[src/rtl/cs_dec_pkg.sv]
package cs_dec_pkg;

  localparam int BASE_W = 6;
  localparam int MASK_W = 4;

  typedef struct packed {
    logic [MASK_W-1:0] mask;
    logic              en;
    logic [BASE_W-1:0] base;
  } cs_rec_t;

  // Only contiguous-from-top mask patterns give a legal region size.
  function automatic logic mask_ok(input logic [MASK_W-1:0] m);
    logic ok;
    ok = 1'b0;
    for (int k = 0; k < MASK_W; k++) begin
      if (m == MASK_W'(~((1 << (MASK_W - 1 - k)) - 1))) ok = 1'b1;
    end
    return ok;
  endfunction

endpackage

[src/rtl/cs_rst_sync.sv]
module cs_rst_sync (
  input  logic clk,
  input  logic rst_n,
  output logic rst_sync_n
);
  logic [1:0] stage_q;

  always_ff @(posedge clk or negedge rst_n) begin
    if (!rst_n) stage_q <= 2'b00;
    else        stage_q <= {stage_q[0], 1'b1};
  end

  assign rst_sync_n = stage_q[1];
endmodule

[src/rtl/cs_bank_slot.sv]
module cs_bank_slot
  import cs_dec_pkg::*;
#(
  parameter int      ADDR_W     = 32,
  parameter int      REGION_LSB = 24,
  parameter cs_rec_t RST_REC    = '{mask: 4'hF, en: 1'b0, base: 6'd0}
) (
  input  logic              clk,
  input  logic              rst_n,
  input  logic              wr_en,
  input  cs_rec_t           wr_rec,
  input  logic [ADDR_W-1:0] addr,
  output logic              claim,
  output logic              bad_map,
  output logic [ADDR_W-1:0] rgn_base,
  output logic [ADDR_W-1:0] rgn_size
);
  localparam int BASE_PAD = ADDR_W - REGION_LSB - BASE_W;
  localparam int SPAN_W   = REGION_LSB + MASK_W;
  localparam logic [ADDR_W-1:0] SPAN_LIM = ADDR_W'((64'd1 << SPAN_W) - 1);

  cs_rec_t rec_q, rec_d;
  logic    legal;
  logic [BASE_W-1:0] wide_mask;

  // next-state
  always_comb begin
    rec_d = rec_q;
    if (wr_en) rec_d = wr_rec;
  end

  // register
  always_ff @(posedge clk or negedge rst_n) begin
    if (!rst_n) rec_q <= RST_REC;
    else        rec_q <= rec_d;
  end

  assign wide_mask = {{(BASE_W-MASK_W){1'b0}}, rec_q.mask};

  always_comb begin
    legal   = mask_ok(rec_q.mask) && ((rec_q.base[MASK_W-1:0] & ~rec_q.mask) == '0);
    bad_map = rec_q.en && !legal;
    claim   = rec_q.en && legal &&
              ((addr[REGION_LSB +: BASE_W] & wide_mask) == (rec_q.base & wide_mask));
    rgn_base = {{BASE_PAD{1'b0}}, rec_q.base, {REGION_LSB{1'b0}}};
    rgn_size = (SPAN_LIM & ~({{(ADDR_W-MASK_W){1'b0}}, rec_q.mask} << REGION_LSB)) + 1'b1;
  end

  // a written record is what the next cycle decodes with
  p_write_lands_r2: assert property (@(posedge clk) disable iff (!rst_n)
    wr_en |=> (rec_q == $past(wr_rec)));

  // an illegal record never claims
  p_bad_never_claims_r3: assert property (@(posedge clk) disable iff (!rst_n)
    !(bad_map && claim));
endmodule

[src/rtl/cs_prio_pick.sv]
module cs_prio_pick #(
  parameter int N = 8
) (
  input  logic         clk,
  input  logic         rst_n,
  input  logic [N-1:0] req,
  output logic [N-1:0] grant,
  output logic         any,
  output logic         multi
);
  always_comb begin
    grant = req & (~req + 1'b1);
    any   = |req;
    multi = |(req & ~grant);
  end

  p_grant_onehot_r7: assert property (@(posedge clk) disable iff (!rst_n)
    $onehot0(grant) && ((grant & ~req) == '0));

  p_multi_count_r7: assert property (@(posedge clk) disable iff (!rst_n)
    multi == ($countones(req) > 1));
endmodule

[src/rtl/cs_region_decoder.sv]
module cs_region_decoder
  import cs_dec_pkg::*;
#(
  parameter int NUM_BANKS  = 8,
  parameter int ADDR_W     = 32,
  parameter int REGION_LSB = 24,
  localparam int SEL_W     = $clog2(NUM_BANKS)
) (
  input  logic                 clk,
  input  logic                 rst_n,
  input  logic                 cfg_wr,
  input  logic [SEL_W-1:0]     cfg_bank,
  input  logic                 cfg_en,
  input  logic [BASE_W-1:0]    cfg_base,
  input  logic [MASK_W-1:0]    cfg_mask,
  input  logic                 req_valid,
  input  logic [ADDR_W-1:0]    req_addr,
  output logic                 rsp_valid,
  output logic [NUM_BANKS-1:0] cs_sel,
  output logic                 cs_hit,
  output logic                 cs_miss,
  output logic                 cs_overlap,
  output logic [ADDR_W-1:0]    rgn_base,
  output logic [ADDR_W-1:0]    rgn_size,
  output logic [NUM_BANKS-1:0] map_err
);
  logic    rst_i_n;
  cs_rec_t wr_rec;
  logic [NUM_BANKS-1:0] claims, grant;
  logic                 any_claim, many_claim;
  logic [ADDR_W-1:0]    bank_base [NUM_BANKS];
  logic [ADDR_W-1:0]    bank_size [NUM_BANKS];
  logic [ADDR_W-1:0]    win_base, win_size;

  logic                 rsp_q;
  logic [NUM_BANKS-1:0] sel_q,  sel_d;
  logic                 hit_q,  hit_d;
  logic                 ovl_q,  ovl_d;
  logic [ADDR_W-1:0]    base_q, base_d;
  logic [ADDR_W-1:0]    size_q, size_d;

  cs_rst_sync u_rst (.clk(clk), .rst_n(rst_n), .rst_sync_n(rst_i_n));

  assign wr_rec = '{mask: cfg_mask, en: cfg_en, base: cfg_base};

  for (genvar g = 0; g < NUM_BANKS; g++) begin : g_bank
    localparam cs_rec_t RST_G = '{mask: {MASK_W{1'b1}}, en: (g == 0), base: '0};
    cs_bank_slot #(
      .ADDR_W(ADDR_W), .REGION_LSB(REGION_LSB), .RST_REC(RST_G)
    ) u_slot (
      .clk(clk), .rst_n(rst_i_n),
      .wr_en(cfg_wr && (cfg_bank == SEL_W'(g))),
      .wr_rec(wr_rec),
      .addr(req_addr),
      .claim(claims[g]),
      .bad_map(map_err[g]),
      .rgn_base(bank_base[g]),
      .rgn_size(bank_size[g])
    );
  end

  cs_prio_pick #(.N(NUM_BANKS)) u_pick (
    .clk(clk), .rst_n(rst_i_n),
    .req(claims), .grant(grant), .any(any_claim), .multi(many_claim)
  );

  always_comb begin
    win_base = '0;
    win_size = '0;
    for (int i = 0; i < NUM_BANKS; i++) begin
      if (grant[i]) begin
        win_base = win_base | bank_base[i];
        win_size = win_size | bank_size[i];
      end
    end
  end

  // next-state: outputs load only on a request
  always_comb begin
    sel_d  = sel_q;
    hit_d  = hit_q;
    ovl_d  = ovl_q;
    base_d = base_q;
    size_d = size_q;
    if (req_valid) begin
      sel_d  = grant;
      hit_d  = any_claim;
      ovl_d  = many_claim;
      base_d = win_base;
      size_d = win_size;
    end
  end

  always_ff @(posedge clk or negedge rst_i_n) begin
    if (!rst_i_n) begin
      rsp_q  <= 1'b0;
      sel_q  <= '0;
      hit_q  <= 1'b0;
      ovl_q  <= 1'b0;
      base_q <= '0;
      size_q <= '0;
    end else begin
      rsp_q  <= req_valid;
      sel_q  <= sel_d;
      hit_q  <= hit_d;
      ovl_q  <= ovl_d;
      base_q <= base_d;
      size_q <= size_d;
    end
  end

  assign rsp_valid  = rsp_q;
  assign cs_sel     = sel_q;
  assign cs_hit     = hit_q;
  assign cs_miss    = rsp_q && !hit_q;
  assign cs_overlap = ovl_q;
  assign rgn_base   = base_q;
  assign rgn_size   = size_q;

  p_rsp_pulse_r6: assert property (@(posedge clk) disable iff (!rst_i_n)
    req_valid |=> rsp_valid);

  p_hold_idle_r6: assert property (@(posedge clk) disable iff (!rst_i_n)
    !req_valid |=> (!rsp_valid && $stable(cs_sel) && $stable(rgn_base)));

  p_sel_matches_hit_r8: assert property (@(posedge clk) disable iff (!rst_i_n)
    rsp_valid |-> ($onehot0(cs_sel) && (cs_hit == (cs_sel != '0)) && (cs_hit != cs_miss)));

  p_size_aligned_r9: assert property (@(posedge clk) disable iff (!rst_i_n)
    (rsp_valid && cs_hit) |-> ($onehot(rgn_size) && ((rgn_base & (rgn_size - 1'b1)) == '0)));

  p_no_sel_on_err_r10: assert property (@(posedge clk) disable iff (!rst_i_n)
    rsp_valid |-> ((cs_sel & $past(map_err)) == '0));

  p_overlap_needs_hit_r7: assert property (@(posedge clk) disable iff (!rst_i_n)
    cs_overlap |-> cs_hit);
endmodule

[config.mk]
export PLATFORM = sky130hd
export DESIGN_NAME = cs_region_decoder
export DESIGN_NICKNAME = d
export VERILOG_FILES = /design/src/rtl/cs_dec_pkg.sv /design/src/rtl/cs_rst_sync.sv /design/src/rtl/cs_bank_slot.sv /design/src/rtl/cs_prio_pick.sv /design/src/rtl/cs_region_decoder.sv
export SDC_FILE = /design/constraint.sdc
export NUM_CORES = 1
export LEC_CHECK = 0
export ABC_AREA = 0
export BUFFER_PORTS_ARGS = -buffer_cell sky130_fd_sc_hd__buf_4
export CAP_MARGIN = 10
export CORE_AREA = 2 2 121 123
export CTS_CLUSTER_DIAMETER = 30
export DETAILED_ROUTE_END_ITERATION = 10
export DIE_AREA = 0 0 123 125
export HOLD_SLACK_MARGIN = 0.02
export PLACE_DENSITY = 0.73
export SLEW_MARGIN = 30
export SYNTH_ARGS = -nofsm -noshare
export SYNTH_HDL_FRONTEND = slang
export SYNTH_SLANG_ARGS = --single-unit
[constraint.sdc]
create_clock -name clk -period 6.9 [get_ports clk]
set_input_delay 1.38 -clock clk [delete_from_list [all_inputs] [get_ports clk]]
set_output_delay 1.38 -clock clk [all_outputs]
set_load 0.02 [all_outputs]
Word level (Yosys, flattened, before mapping)

Cells that the tools add are included.

Input bits: 50
Word-level logic and storage cells: 254
Output and inout port bits: 84
Register bits: 165

Bitwise operators: 58
Mux-type cells: 48
Reduce and logical (&&, ||, !) cells: 61
$add $sub $neg: 9
Equal/unequal tests: 47

Operators by type and width:

| kind                    | count |
|---|---|
| $mux W32                | 14 |
| $add A28 B1 Y29 const B | 8 |
| $not A28 Y28            | 8 |
| $or A32 B32 Y32         | 7 |
| $or A32 B30 Y32         | 6 |
| $eq A4 B4 Y1 const B    | 32 |
| $and A6 B4 Y6           | 16 |
| $mux W30                | 2 |
| $eq A6 B6 Y1            | 8 |
| $logic_and A1 B1 Y1     | 41 |
| $and A4 B4 Y4           | 8 |
| $logic_not A4 Y1        | 8 |
| $mux W1                 | 32 |
| $not A4 Y4              | 8 |
| $or A30 B30 Y30         | 1 |
| $and A8 B8 Y8           | 2 |
| $not A8 Y8              | 2 |
| $reduce_or A8 Y1        | 2 |
| $eq A3 B3 Y1 const B    | 4 |
| $logic_not A1 Y1        | 9 |
| $add A8 B1 Y8 const B   | 1 |
| $eq A3 B2 Y1 const B    | 2 |
| $eq A3 B1 Y1 const B    | 1 |
| $logic_not A3 Y1        | 1 |

Logic depth before layout (Yosys ltp)

Gate-level depths: netlist of run 1.

Depth in word-level cells: 26
Depth in mapped cells: 11
Gate-level depth less buffers: 9

Cells and area by module

From an unflattened synthesis of run 1, not the netlist that was laid out.

Cell total of the unflattened synthesis: 1498
Area total of the unflattened synthesis: 13940.9 µm²

By module, submodules not included:

| module                               | seq. area each (µm²) | instances | cells each | area an instance (µm²) |
|---|---|---|---|---|
| cs_bank_slot at g_bank[1].u_slot ... | 280.3                | 7         | 115        | 1036.0 |
| cs_region_decoder                    | 1876.8               | 1         | 554        | 5435.2 |
| cs_bank_slot at g_bank[0].u_slot     | 281.5                | 1         | 115        | 1037.2 |
| cs_prio_pick                         | 0.0                  | 1         | 21         | 162.7 |
| cs_rst_sync                          | 50.0                 | 1         | 3          | 53.8 |

Least setup slack after synthesis of run 1

No wires, ideal clock.

Path type: input -> register
Start point: input req_addr[27]
End point: register base_q[24], in the netlist rgn_base[24]
Setup slack: 3.531 ns
Buffers on the path: 3
Setup time: 0.146 ns
Arrival: 3.223 ns
Data required time: 6.754 ns
Cell stages on the path: 9
Cell sequence: buf_2 xor2_1 a222oi_1 and2_1 buf_4 nor4_2 buf_8 a2111oi_4 a41oi_1

Word-level cells in the longest chain between the ends: 21
Elaborated cells on any way between the ends: 42
Classes of those cells: add/sub: 1; eq/ne: 8; mux: 8; bitwise: 17; reduce/logical: 8

Ends and longest elaborated chain:

| element                | RTL line                 | text |
|---|---|---|
| start: declaration     | cs_region_decoder.sv:17  | `input logic [ADDR_W-1:0] req_addr,` |
| $and A6 B4 Y6          | cs_bank_slot.sv:44       | `((addr[REGION_LSB +: BASE_W] & wide_mask) == (rec_q.base & wide_mask));` |
| $eq A6 B6 Y1           | cs_bank_slot.sv:44       |  |
| $logic_and A1 B1 Y1    | cs_bank_slot.sv:43       | `claim = rec_q.en && legal &&` |
| $not A8 Y8             | cs_prio_pick.sv:12       | `grant = req & (~req + 1'b1);` |
| $add A8 B1 Y8          | cs_prio_pick.sv:12       |  |
| $and A8 B8 Y8 (*)      | cs_prio_pick.sv:12       |  |
| $mux W30               | cs_region_decoder.sv:71  | `if (grant[i]) begin` |
| $or A30 B30 Y30        | cs_region_decoder.sv:72  | `win_base = win_base \| bank_base[i];` |
| (+5 left out)          | --                       |  |
| $or A32 B30 Y32        | cs_region_decoder.sv:72  |  |
| $mux W32               | cs_region_decoder.sv:71  |  |
| $or A32 B30 Y32        | cs_region_decoder.sv:72  |  |
| $mux W32               | cs_region_decoder.sv:71  |  |
| $or A32 B30 Y32        | cs_region_decoder.sv:72  |  |
| $mux W32               | cs_region_decoder.sv:71  |  |
| $or A32 B30 Y32        | cs_region_decoder.sv:72  |  |
| $mux W32 (*)           | cs_region_decoder.sv:71  |  |
| end signal: assignment | cs_region_decoder.sv:107 | `base_q <= base_d;` |
| end: declaration       | cs_region_decoder.sv:39  | `logic [ADDR_W-1:0] base_q, base_d;` |

Every way passes the cells marked *; elsewhere a longest branch is shown, timed or not.
A chain may end at the register's enable or synchronous reset.

Final worst setup path of run 1

Start point: input req_addr[26]
End point: register size_q[24], in the netlist rgn_size[24]

Word-level cells in the longest chain between the ends: 21
Elaborated cells on any way between the ends: 42
Classes of those cells: add/sub: 1; eq/ne: 8; mux: 8; bitwise: 17; reduce/logical: 8

Ends and longest elaborated chain:

| element                | RTL line                 | text |
|---|---|---|
| $and A6 B4 Y6          | cs_bank_slot.sv:44       |  |
| $eq A6 B6 Y1           | cs_bank_slot.sv:44       |  |
| $logic_and A1 B1 Y1    | cs_bank_slot.sv:43       |  |
| $not A8 Y8             | cs_prio_pick.sv:12       |  |
| $add A8 B1 Y8          | cs_prio_pick.sv:12       |  |
| $and A8 B8 Y8 (*)      | cs_prio_pick.sv:12       |  |
| $mux W32               | cs_region_decoder.sv:71  |  |
| $or A32 B32 Y32        | cs_region_decoder.sv:73  | `win_size = win_size \| bank_size[i];` |
| (+5 left out)          | --                       |  |
| $or A32 B32 Y32        | cs_region_decoder.sv:73  |  |
| $mux W32               | cs_region_decoder.sv:71  |  |
| $or A32 B32 Y32        | cs_region_decoder.sv:73  |  |
| $mux W32               | cs_region_decoder.sv:71  |  |
| $or A32 B32 Y32        | cs_region_decoder.sv:73  |  |
| $mux W32               | cs_region_decoder.sv:71  |  |
| $or A32 B32 Y32        | cs_region_decoder.sv:73  |  |
| $mux W32 (*)           | cs_region_decoder.sv:71  |  |
| end signal: assignment | cs_region_decoder.sv:108 | `size_q <= size_d;` |
| end: declaration       | cs_region_decoder.sv:40  | `logic [ADDR_W-1:0] size_q, size_d;` |

Marked as above.

==> reports/metrics.cfg, run 1 <==
[floorplanning]
die_x_um = 123
fp.dieArea_mm2 = 0.0154
core_area_mm2 = 0.0142
start_util_pct = 48.9
ioPinCount = 134
chipHeight_um = 125
row_count = 44

[critical_path]
crit_fanout = 15
r2r_start = g_bank[2].u_slot.rec_q[8]
rrSetupSlack_ns = 3.72
end_kind = flop
worstSetupPathDepth = 9
critPathLaunch = req_addr[26]
timing.rr.end = rgn_size[24]
crit_path_start_kind = input port
cp-endpoint = rgn_size[24]
critPathKind = input port to flop
cpMostUsedCell = buf_4
crit_path_max_incr_delay_ns = 0.57
ff2ff_path_depth = 10
arrival_ns = 4.00
path_delay_family = compound AO/OA/AOI/OAI gates
worst-path-buf-inv = 3
crit_required_ns = 7.09
path_cells = buf_4 -> xor2_1 -> a222oi_1 -> buf_4 -> and2_1 -> nor4_4 -> buf_4 -> a2111oi_0 -> a41oi_1
slowest_stage = and2_1

[power]
ir_drop_mv = 0.142
power.total_w = 0.00212
leakagePower_nw = 3.29
power.density_mw_per_mm2 = 280

[yosys]
synthFlopType = dfrtp_1
syn_inst = 648
ys_seq_area_share_pct = 40.9
syn_area_mm2 = 0.00695
synth_area_per_cell_um2 = 10.7
synthDistinctLibCells = 61
yosysTopAreaCell = dfrtp_1
synth-edff-count = 0
yosys_warnings = 0
synth.top_cell.area_share_pct = 28.5
synth.area.top_cells = dfrtp_1 (28%), mux2_2 (13%), dfstp_2 (12%)
synth_seq_cells = 112
post-synth-top-count-cell = dfrtp_1
async_flop_share_pct = 100
synthTopCellsByCount = dfrtp_1 (79), mux2_2 (78), buf_4 (64)

[grt]
gr-usage-met1_pct = 32.4
grt_pass1_vias = 4965
grt_pass1_wl_um = 27500
track_usage_pct = 23.4
overflow = 0
antenna_found_initial = 0
grt_max_degree = 77
top_usage_layer = met2
grtUsageMet2_pct = 36.5
met3_usage_pct = 3.79

[timing]
maxSlewViolCount = 0
max_freq_mhz = 262
min_period_ns = 3.81
timing.clock.skew_ns = 0.00892
hold_viol_final = 0
rsz0062_at_grt = no
fin_crit_sh_pct = 55.2
relSlewSlack_pct = 43.3
fin_setup_tns_ns = 0
setup_violations = 0
worst_slew_pin_slew_ns = 0.848

[layout]
utilization_pct = 53.4
fill_cells = 1219
areaGrowthSynthToFinish_pct = 9.11
nets = 756
drive_gt1_share_pct = 30.0
antennaDiodeCount = 0
seqCellArea_mm2 = 0.00285
multi_input_area_mm2 = 0.00360
stdcell_area_mm2 = 0.00758

[place]
gp_congestion = 0.944
postPlaceCellArea_mm2 = 0.00726
dp_hpwl_um = 12300
numPortBuffers = 52

[cts]
clockRootBuffer = clkbuf_16
numCtsBuffers = 9
clkLatencyLatePin_ns = 0.35
clkTransAtPathRegs_ns = 0.07
cts_resized = 0
clock_path_buffers = 2
cts_tree = done
cts_setup_buffers = 0
cts.hold.buffers_added = 0
clock-sinks = 112
htree_levels = 3

[routing]
dr.first_iter.drc_count = 306
route.detailed.drc = 0
drt_wl_total_um = 17500
viasPerCell = 5.85
wl_per_cell_um = 20.1
num_vias = 5096
drtPass1Iterations = 5
final_antenna_net_count = 0

[status]
status = complete, no violations

[flow_run]
max_cap_viol_count = 0

[worst_hold_path]
hold_path_class = flop to async pin

registers in the layout (all words and copies together), names as in the netlist:
signal	count
cs_overlap	1
cs_sel	8
g_bank.u_slot.rgn_base	48
cs_hit	1
g_bank.u_slot.rec_q	40
rgn_base	6
rgn_size	5
u_rst.stage_q	2
rsp_valid	1
final cells by class:
cell class	instances	area share, %
clock buffer	12	3.38
clock inverter	4	0.693
inverter	35	1.73
multi-input combinational	463	47.5
sequential	112	37.6
tap	184	3.04
timing repair buffer	61	6.09
cell families (layout without fill, tap and decap cells):
family / count (synthesis) / in the layout / share of synthesized area, %
AO/OA/AOI/OAI: 97 / 97 / 12.8
XOR/XNOR: 48 / 48 / 6.05
adder cells (fa/ha/maj): 25 / 25 / 4.47
buffers and inverters: 125 / 112 / 10.6
flip-flops: 112 / 112 / 40.9
multiplexers: 79 / 79 / 12.8
other: 2 / 54 / 0.108
AND/OR/NAND/NOR: 160 / 160 / 12.2
cell usage in the layout (no fill, tap or decap), drive strengths merged, types with 2 or more instances in the layout:
master,n
dfrtp,79
mux2,78
buf,61
conb,54
inv,34
xor2,33
dfstp,33
nand3,28
nand2,28
o21ai,26
nor2,25
ha,24
nor3,19
xnor2,15
a2111oi,15
nor2b,14
nand4,13
clkbuf,12
nor4,11
a41oi,9
a221o,8
o21a,7
a222oi,6
and3,5
a31oi,4
a21boi,4
nor3b,4
clkinv,4
o2111ai,3
nand2b,3
nand4b,3
o22ai,3
and4,2
and2,2
through the flow:
step	hold slack (ns)	instances	worst slack, ns
after floorplan	0.331	700	3.53
after global placement	0.280	855	2.84
after detailed placement	0.286	855	2.80
after CTS	0.292	871	3.13
after global routing	0.327	871	3.01
final	0.278	871	3.09
worst min-delay path by stage:
stage,to,slack [ns],cells after the start
5_1_grt,g_bank[5].u_slot.rec_q[6],0.33,0
4_1_cts,g_bank[5].u_slot.rgn_base[27],0.29,0
3_5_place_dp,g_bank[5].u_slot.rgn_base[27],0.29,0
2_1_floorplan,u_rst.stage_q[1],0.33,0
3_3_place_gp,g_bank[5].u_slot.rgn_base[25],0.28,0
6_report,g_bank[5].u_slot.rgn_base[27],0.28,0
layer usage:
layer  up-vias  share of wire [%]
met5         -                  0
met4         0                3.7
met3        45                7.8
met2       252                 46
met1      2523                 42
li1       2276                  -
worst register-to-register path, cell delays in order (launching register included):
cell       delay, ns
dfstp_2         0.59
ha_1            0.16
o21a_1          0.12
nor2_1          0.05
nor4_2          0.24
buf_4           0.21
and2_1          0.57
nor4_4          0.08
buf_4           0.25
a2111oi_0       0.55
a41oi_1         0.20
power breakdown:
| part | internal, W | leakage (nW) | switching, W |
|---|---|---|---|
| logic | 0.000277 | 1.82 | 0.000335 |
| clock network | 0.000303 | 0.153 | 0.000241 |
| registers | 0.000817 | 1.32 | 0.000150 |
| total | 0.00140 | 3.29 | 0.000726 |
Power figures use the tool's default switching activity.
==> run 2, diff against run 1 <==
==> constraint.sdc (replaced) <==
create_clock -name clk -period 3.65 [get_ports clk]
set_input_delay 0.73 -clock clk [delete_from_list [all_inputs] [get_ports clk]]
set_output_delay 0.73 -clock clk [all_outputs]
set_load 0.02 [all_outputs]
==> run 2 against run 1 <==
Net effect:
- first-iteration DRC count up 16%
- via count up 1.5%
- count of clock-buffer cells in the layout down 1
- critical endpoint is now rgn_base[27]
==> reports/metrics.cfg, run 2 (synthesized netlist as in run 1, its figures left out) <==
[critical_path]
rrSetupSlack_ns = 0.35  ; -3.37 ns
ff2ff_path_depth = 8  ; -2
r2r_start = g_bank[7].u_slot.rec_q[7]
crit_required_ns = 3.92  ; -3.17 ns
crit_fanout = 11  ; -4
critPathKind = flop to flop
arrival_ns = 3.57  ; -0.43 ns
end_kind = flop
timing.rr.end = rgn_base[27]
crit_path_start_kind = flop

[routing]
num_vias = 5173  ; +1.5%
viasPerCell = 5.88  ; +0.47%
final_antenna_net_count = 0  ; unchanged
dr.first_iter.drc_count = 354  ; +16%
route.detailed.drc = 0  ; unchanged
drt_wl_total_um = 17600  ; +0.20%
drtPass1Iterations = 5  ; unchanged
wl_per_cell_um = 20.0  ; -0.83%

[layout]
antennaDiodeCount = 0  ; unchanged
fill_cells = 1209  ; -0.82%
areaGrowthSynthToFinish_pct = 9.80
multi_input_area_mm2 = 0.00360  ; unchanged
largest_reg_flops = 48  ; unchanged
mostFrequentLayoutCells = mux2_2 (78), dfrtp_1 (78), buf_4 (70)
drive_gt1_share_pct = 31.0  ; +1.0 points
nets = 765  ; +1.2%
seqCellArea_mm2 = 0.00285  ; unchanged

[power]
power.internal_w = 0.00258  ; +85%
power.density_mw_per_mm2 = 521  ; +86%
p_sw_share_pct = 35.0  ; +0.81 points
pwr-share-comb_pct = 29.4  ; +0.6 points
p_switching_w = 0.00139  ; +92%
ir_drop_mv = 0.227  ; +60%
power_frac_seq_pct = 46.1  ; +0.5 points
p_clk_share_pct = 24.5  ; -1.1 points
leakagePower_nw = 3.32  ; +1.1%

[timing]
worst_slew_pin_slew_ns = 0.812  ; -0.0359 ns
fin_crit_sh_pct = 90.5
timing.clock.skew_ns = 0.00789  ; -0.00103 ns
max_freq_mhz = 303
min_period_ns = 3.30
finalWorstSetupSlack_ns = 0.346  ; -2.74 ns
setup_violations = 0  ; unchanged
rsz0062_at_grt = no
fin_setup_tns_ns = 0  ; unchanged
hold_viol_final = 0  ; unchanged
maxSlewViolCount = 0  ; unchanged
relSlewSlack_pct = 44.5  ; +1.2 points
worst_hold_slack_ns = 0.136  ; -0.142 ns

[floorplanning]
start_util_pct = 48.9  ; unchanged
fp.dieArea_mm2 = 0.0154  ; unchanged
core_area_mm2 = 0.0142  ; unchanged
ioPinCount = 134  ; unchanged
row_count = 44  ; unchanged
die_x_um = 123  ; unchanged
chipHeight_um = 125  ; unchanged

[place]
gp_congestion = 0.996  ; +5.5%
post-place-ws_ns = 0.262  ; -2.54 ns
numPortBuffers = 52  ; unchanged
dp_hpwl_um = 12600  ; +2.4%

[cts]
cts_tree = done
cts_resized = 0  ; unchanged
clkLatencyLatePin_ns = 0.36  ; about the same
cts_setup_buffers = 0  ; unchanged
clkTransAtPathRegs_ns = 0.07  ; about the same
numCtsBuffers = 9  ; unchanged
cts.hold.buffers_added = 0  ; unchanged
clock_path_buffers = 2  ; unchanged
htree_levels = 3  ; unchanged
clock-sinks = 112  ; unchanged
clockRootBuffer = clkbuf_16

[grt]
grt_pass1_wl_um = 27800  ; +0.95%
overflow = 0  ; unchanged
grt_max_degree = 51  ; -34%
antenna_found_initial = 0  ; unchanged
track_usage_pct = 23.8  ; +0.39 points
grt_pass1_vias = 4981  ; +0.32%

[worst_hold_path]
hold_path_class = input port to async pin

[flow_run]
max_cap_viol_count = 0  ; unchanged

[status]
status = complete, no violations

run 2: cell types whose count changed in the layout (fill, tap and decap cells not counted), sizes merged:
cell	delta
buf	+9
bufinv	-1
clkbuf	-1
clkinv	+1
inv	+1
run 2: worst max path at each step:
stage | startpoint | to | slack (ns)
2_1_floorplan | u_rst.stage_q[1] | cs_hit | 0.36
3_3_place_gp | req_addr[26] | rgn_size[26] | 0.36
3_5_place_dp | req_addr[26] | rgn_size[26] | 0.26
4_1_cts | g_bank[7].u_slot.rec_q[7] | rgn_base[27] | 0.39
5_1_grt | g_bank[0].u_slot.rec_q[9] | rgn_size[26] | 0.16
6_report | g_bank[7].u_slot.rec_q[7] | rgn_base[27] | 0.35
run 2: power by group through the flow:
stage / registers, W / logic, W / clock network, W
global placement: 0.00183 / 0.00111 / 0
global route: 0.00187 / 0.00128 / 0.00104
finish: 0.00183 / 0.00117 / 0.000972
CTS: 0.00182 / 0.00116 / 0.000992
detailed placement: 0.00185 / 0.00115 / 0
floorplan: 0.00180 / 0.000882 / 0
run 2: stage by stage:
step | total power (W) | utilization (%) | area, um2 | std cells
2_1_floorplan | 0.00268 | - | 7140 | 700
3_5_place_dp | 0.00299 | 51.6 | 7330 | 864
3_3_place_gp | 0.00294 | 51.5 | 7320 | 864
6_report | 0.00397 | 53.7 | 7630 | 880
5_1_grt | 0.00418 | 53.7 | 7630 | 880
4_1_cts | 0.00397 | 53.7 | 7620 | 880
run 2: layout make-up:
| cell class | count | area share, % |
|---|---|---|
| inverter | 35 | 1.72 |
| sequential | 112 | 37.3 |
| tap | 184 | 3.02 |
| clock inverter | 5 | 0.525 |
| timing repair buffer | 70 | 6.89 |
| multi-input combinational | 463 | 47.2 |
| clock buffer | 11 | 3.31 |
run 2: critical path, cell delays in order, from the launching register on:
cell	delay, ns
dfstp_2	0.59
ha_1	0.16
o21a_1	0.12
nor2_1	0.04
a2111oi_0	0.61
nand4_1	0.52
nor4b_4	0.76
nand3_1	0.17
a41oi_1	0.23
run 2: layer usage:
layer / share of wire, % / global-route usage, % / wire length (um) / vias up
met5: 0 / 0 / 0 / -
met4: 3.4 / 9.49 / 604 / 0
met3: 7.5 / 4.52 / 1320 / 44
li1: - / - / - / 2306
met2: 48 / 37.3 / 8390 / 243
met1: 41 / 32.6 / 7270 / 2580
==> run 3, diff against run 2 <==
--- a/config.mk
+++ b/config.mk
@@ -8,10 +8,11 @@
 export ABC_AREA = 0
 export BUFFER_PORTS_ARGS = -buffer_cell sky130_fd_sc_hd__buf_4
 export CAP_MARGIN = 10
-export CORE_AREA = 2 2 121 123
+export CORE_AREA = 8 8 127 129
+export CTS_BUF_LIST = sky130_fd_sc_hd__clkbuf_16
 export CTS_CLUSTER_DIAMETER = 30
 export DETAILED_ROUTE_END_ITERATION = 10
-export DIE_AREA = 0 0 123 125
+export DIE_AREA = 0 0 135 137
 export HOLD_SLACK_MARGIN = 0.02
 export PLACE_DENSITY = 0.73
 export SLEW_MARGIN = 30
==> run 3 against run 2 <==
Net effect:
- via count fell by 1.1%
- non-clock buffer count rose by 1
- design area fell by 0.39%
- critical path depth rose by 3
- global-route usage fell by 4.0 points
- cell count rose by 0.11%
- routed wire length rose by 4.9%
- count of clock-buffer cells in the layout fell by 2
- worst hold slack improved by 0.0072 ns
- core utilization fell by 0.21 points
- critical path type unchanged
==> reports/metrics.cfg, run 3 (synthesized netlist as in run 1, its figures left out) <==
[status]
status = complete, no violations

[cts]
cts_setup_buffers = 0  ; unchanged
cts.hold.buffers_added = 0  ; unchanged
numCtsBuffers = 9  ; unchanged
htree_levels = 3  ; unchanged
clkLatencyLatePin_ns = 0.36  ; about the same
clock_path_buffers = 2  ; unchanged
cts_resized = 0  ; unchanged
clockRootBuffer = clkbuf_16
clock-sinks = 112  ; unchanged
cts_tree = done
clkTransAtPathRegs_ns = 0.07  ; about the same

[timing]
setup_violations = 0  ; unchanged
rsz0062_at_grt = no
hold_viol_final = 0  ; unchanged
timing.clock.skew_ns = 0.00899  ; +0.00110 ns
fin_crit_sh_pct = 90.4  ; -0.17 points
min_period_ns = 3.30  ; -0.00619 ns
worst_hold_slack_ns = 0.144  ; +0.00724 ns
relSlewSlack_pct = 40.3  ; -4.2 points
worst_slew_pin_slew_ns = 0.891  ; +0.0796 ns
fin_setup_tns_ns = 0  ; unchanged
maxSlewViolCount = 0  ; unchanged
max_freq_mhz = 303  ; +0.19%

[floorplanning]
row_count = 44  ; unchanged
core_area_mm2 = 0.0142  ; unchanged
chipHeight_um = 137  ; +9.6%
fp.dieArea_mm2 = 0.0185  ; +20%
ioPinCount = 134  ; unchanged
start_util_pct = 48.9  ; unchanged
die_x_um = 135  ; +9.8%

[layout]
drive_gt1_share_pct = 30.8  ; -0.19 points
utilization_pct = 53.5  ; -0.21 points
seqCellArea_mm2 = 0.00285  ; unchanged
mostFrequentLayoutCells = mux2_2 (78), dfrtp_1 (78), buf_4 (71)
antennaDiodeCount = 0  ; unchanged
stdcell_count = 881  ; +0.11%
largest_reg_flops = 48  ; unchanged
nets = 766  ; +0.13%
areaGrowthSynthToFinish_pct = 9.37
fill_cells = 1230  ; +1.7%
multi_input_area_mm2 = 0.00359  ; -0.24%
stdcell_area_mm2 = 0.00760  ; -0.39%

[critical_path]
rrSetupSlack_ns = 0.35  ; about the same
crit_required_ns = 3.92  ; about the same
path_cells = inv_1 -> ha_1 -> o21ai_0 -> nand2b_1 -> nand3_1 -> o22ai_2 -> buf_4 -> nor3b_2 -> buf_4 -> nand3_1 -> a41oi_1
crit_path_start_kind = flop
slowest_stage = nor3b_2
crit_path_max_incr_delay_ns = 0.74  ; -0.02 ns
timing.rr.end = rgn_base[24]
arrival_ns = 3.57  ; about the same
crit_fanout = 18  ; +7
end_kind = flop
ff2ff_path_depth = 11  ; +3
critPathKind = flop to flop
r2r_start = g_bank[0].u_slot.rec_q[7]

[grt]
antenna_found_initial = 0  ; unchanged
overflow = 0  ; unchanged
grt_pass1_wl_um = 28400  ; +2.1%
track_usage_pct = 19.9  ; -4.0 points
grt_pass1_vias = 5134  ; +3.1%
grt_max_degree = 51  ; unchanged

[place]
dp_hpwl_um = 13300  ; +6.3%
postPlaceCellArea_mm2 = 0.00733  ; about the same
gp_congestion = 0.939  ; -5.8%
dp.cells = 865  ; +0.12%
numPortBuffers = 52  ; unchanged

[power]
power.density_mw_per_mm2 = 517  ; -0.72%
ir_drop_mv = 0.227  ; about the same
leakagePower_nw = 3.31  ; -0.48%

[flow_run]
max_cap_viol_count = 0  ; unchanged

[routing]
dr.first_iter.drc_count = 467  ; +32%
drt_wl_total_um = 18400  ; +4.9%
num_vias = 5116  ; -1.1%
route.detailed.drc = 0  ; unchanged
viasPerCell = 5.81  ; -1.2%
final_antenna_net_count = 0  ; unchanged
drtPass1Iterations = 5  ; unchanged
wl_per_cell_um = 20.9  ; +4.8%

[worst_hold_path]
hold_path_class = input port to async pin

[run 3: cell types whose count changed in the layout (fill, tap and decap cells not counted)]
cell | previous run | this run
clkinvlp_4 | 0 | 1
nor4b_2 | 0 | 1
clkinv_2 | 1 | 3
nor4b_4 | 1 | 0
clkinv_4 | 3 | 1
clkinv_1 | 1 | 3
inv_6 | 1 | 0
buf_4 | 70 | 71
clkbuf_8 | 2 | 0
[run 3: area by class of cell]
| cell class | instances | area share (%) |
|---|---|---|
| clock buffers | 9 | 2.96 |
| clock inverters | 7 | 0.511 |
| inverters | 35 | 1.73 |
| multi-input cells | 463 | 47.3 |
| flip-flops and latches | 112 | 37.5 |
| well taps | 184 | 3.03 |
| repair buffers | 71 | 7.02 |
[run 3: per-layer routing]
| metal | track usage, % | vias up | wire [um] |
|---|---|---|---|
| li1 | - | 2291 | - |
| met1 | 24.3 | 2561 | 7590 |
| met2 | 33.3 | 221 | 8790 |
| met3 | 3.67 | 43 | 1380 |
| met4 | 9.44 | 0 | 673 |
| met5 | 0 | - | 0 |
[run 3: where the power goes]
part / total, W / switching [W] / internal, W / leakage [nW]
registers: 0.00183 / 0.000288 / 0.00154 / 1.32
clock network: 0.000922 / 0.000465 / 0.000457 / 0.130
logic: 0.00117 / 0.000643 / 0.000531 / 1.86
[run 3: worst max-delay path by stage]
stage / startpoint / to / cells after the start
3_5_place_dp: req_addr[24] / rgn_size[25] / 10
4_1_cts: g_bank[0].u_slot.rec_q[7] / rgn_size[25] / 11
2_1_floorplan: u_rst.stage_q[1] / cs_hit / 0
3_3_place_gp: req_addr[26] / rgn_size[24] / 10
5_1_grt: g_bank[0].u_slot.rec_q[7] / rgn_base[24] / 11
6_report: g_bank[0].u_slot.rec_q[7] / rgn_base[24] / 11
[run 3: critical path: cells and delay by family (launching register included)]
family | cells | cell delay, ns
AO/OA/AOI/OAI | 3 | 0.62
adder cells (fa/ha/maj) | 1 | 0.20
buffers and inverters | 3 | 0.66
flip-flops | 1 | 0.58
AND/OR/NAND/NOR | 4 | 1.13
[run 3: per-stage QoR]
stage	total power [W]	setup slack, ns
floorplan	0.00268	0.357
global placement	0.00294	0.335
detailed placement	0.00300	0.300
CTS	0.00392	0.406
global route	0.00412	0.0586
finish	0.00393	0.352
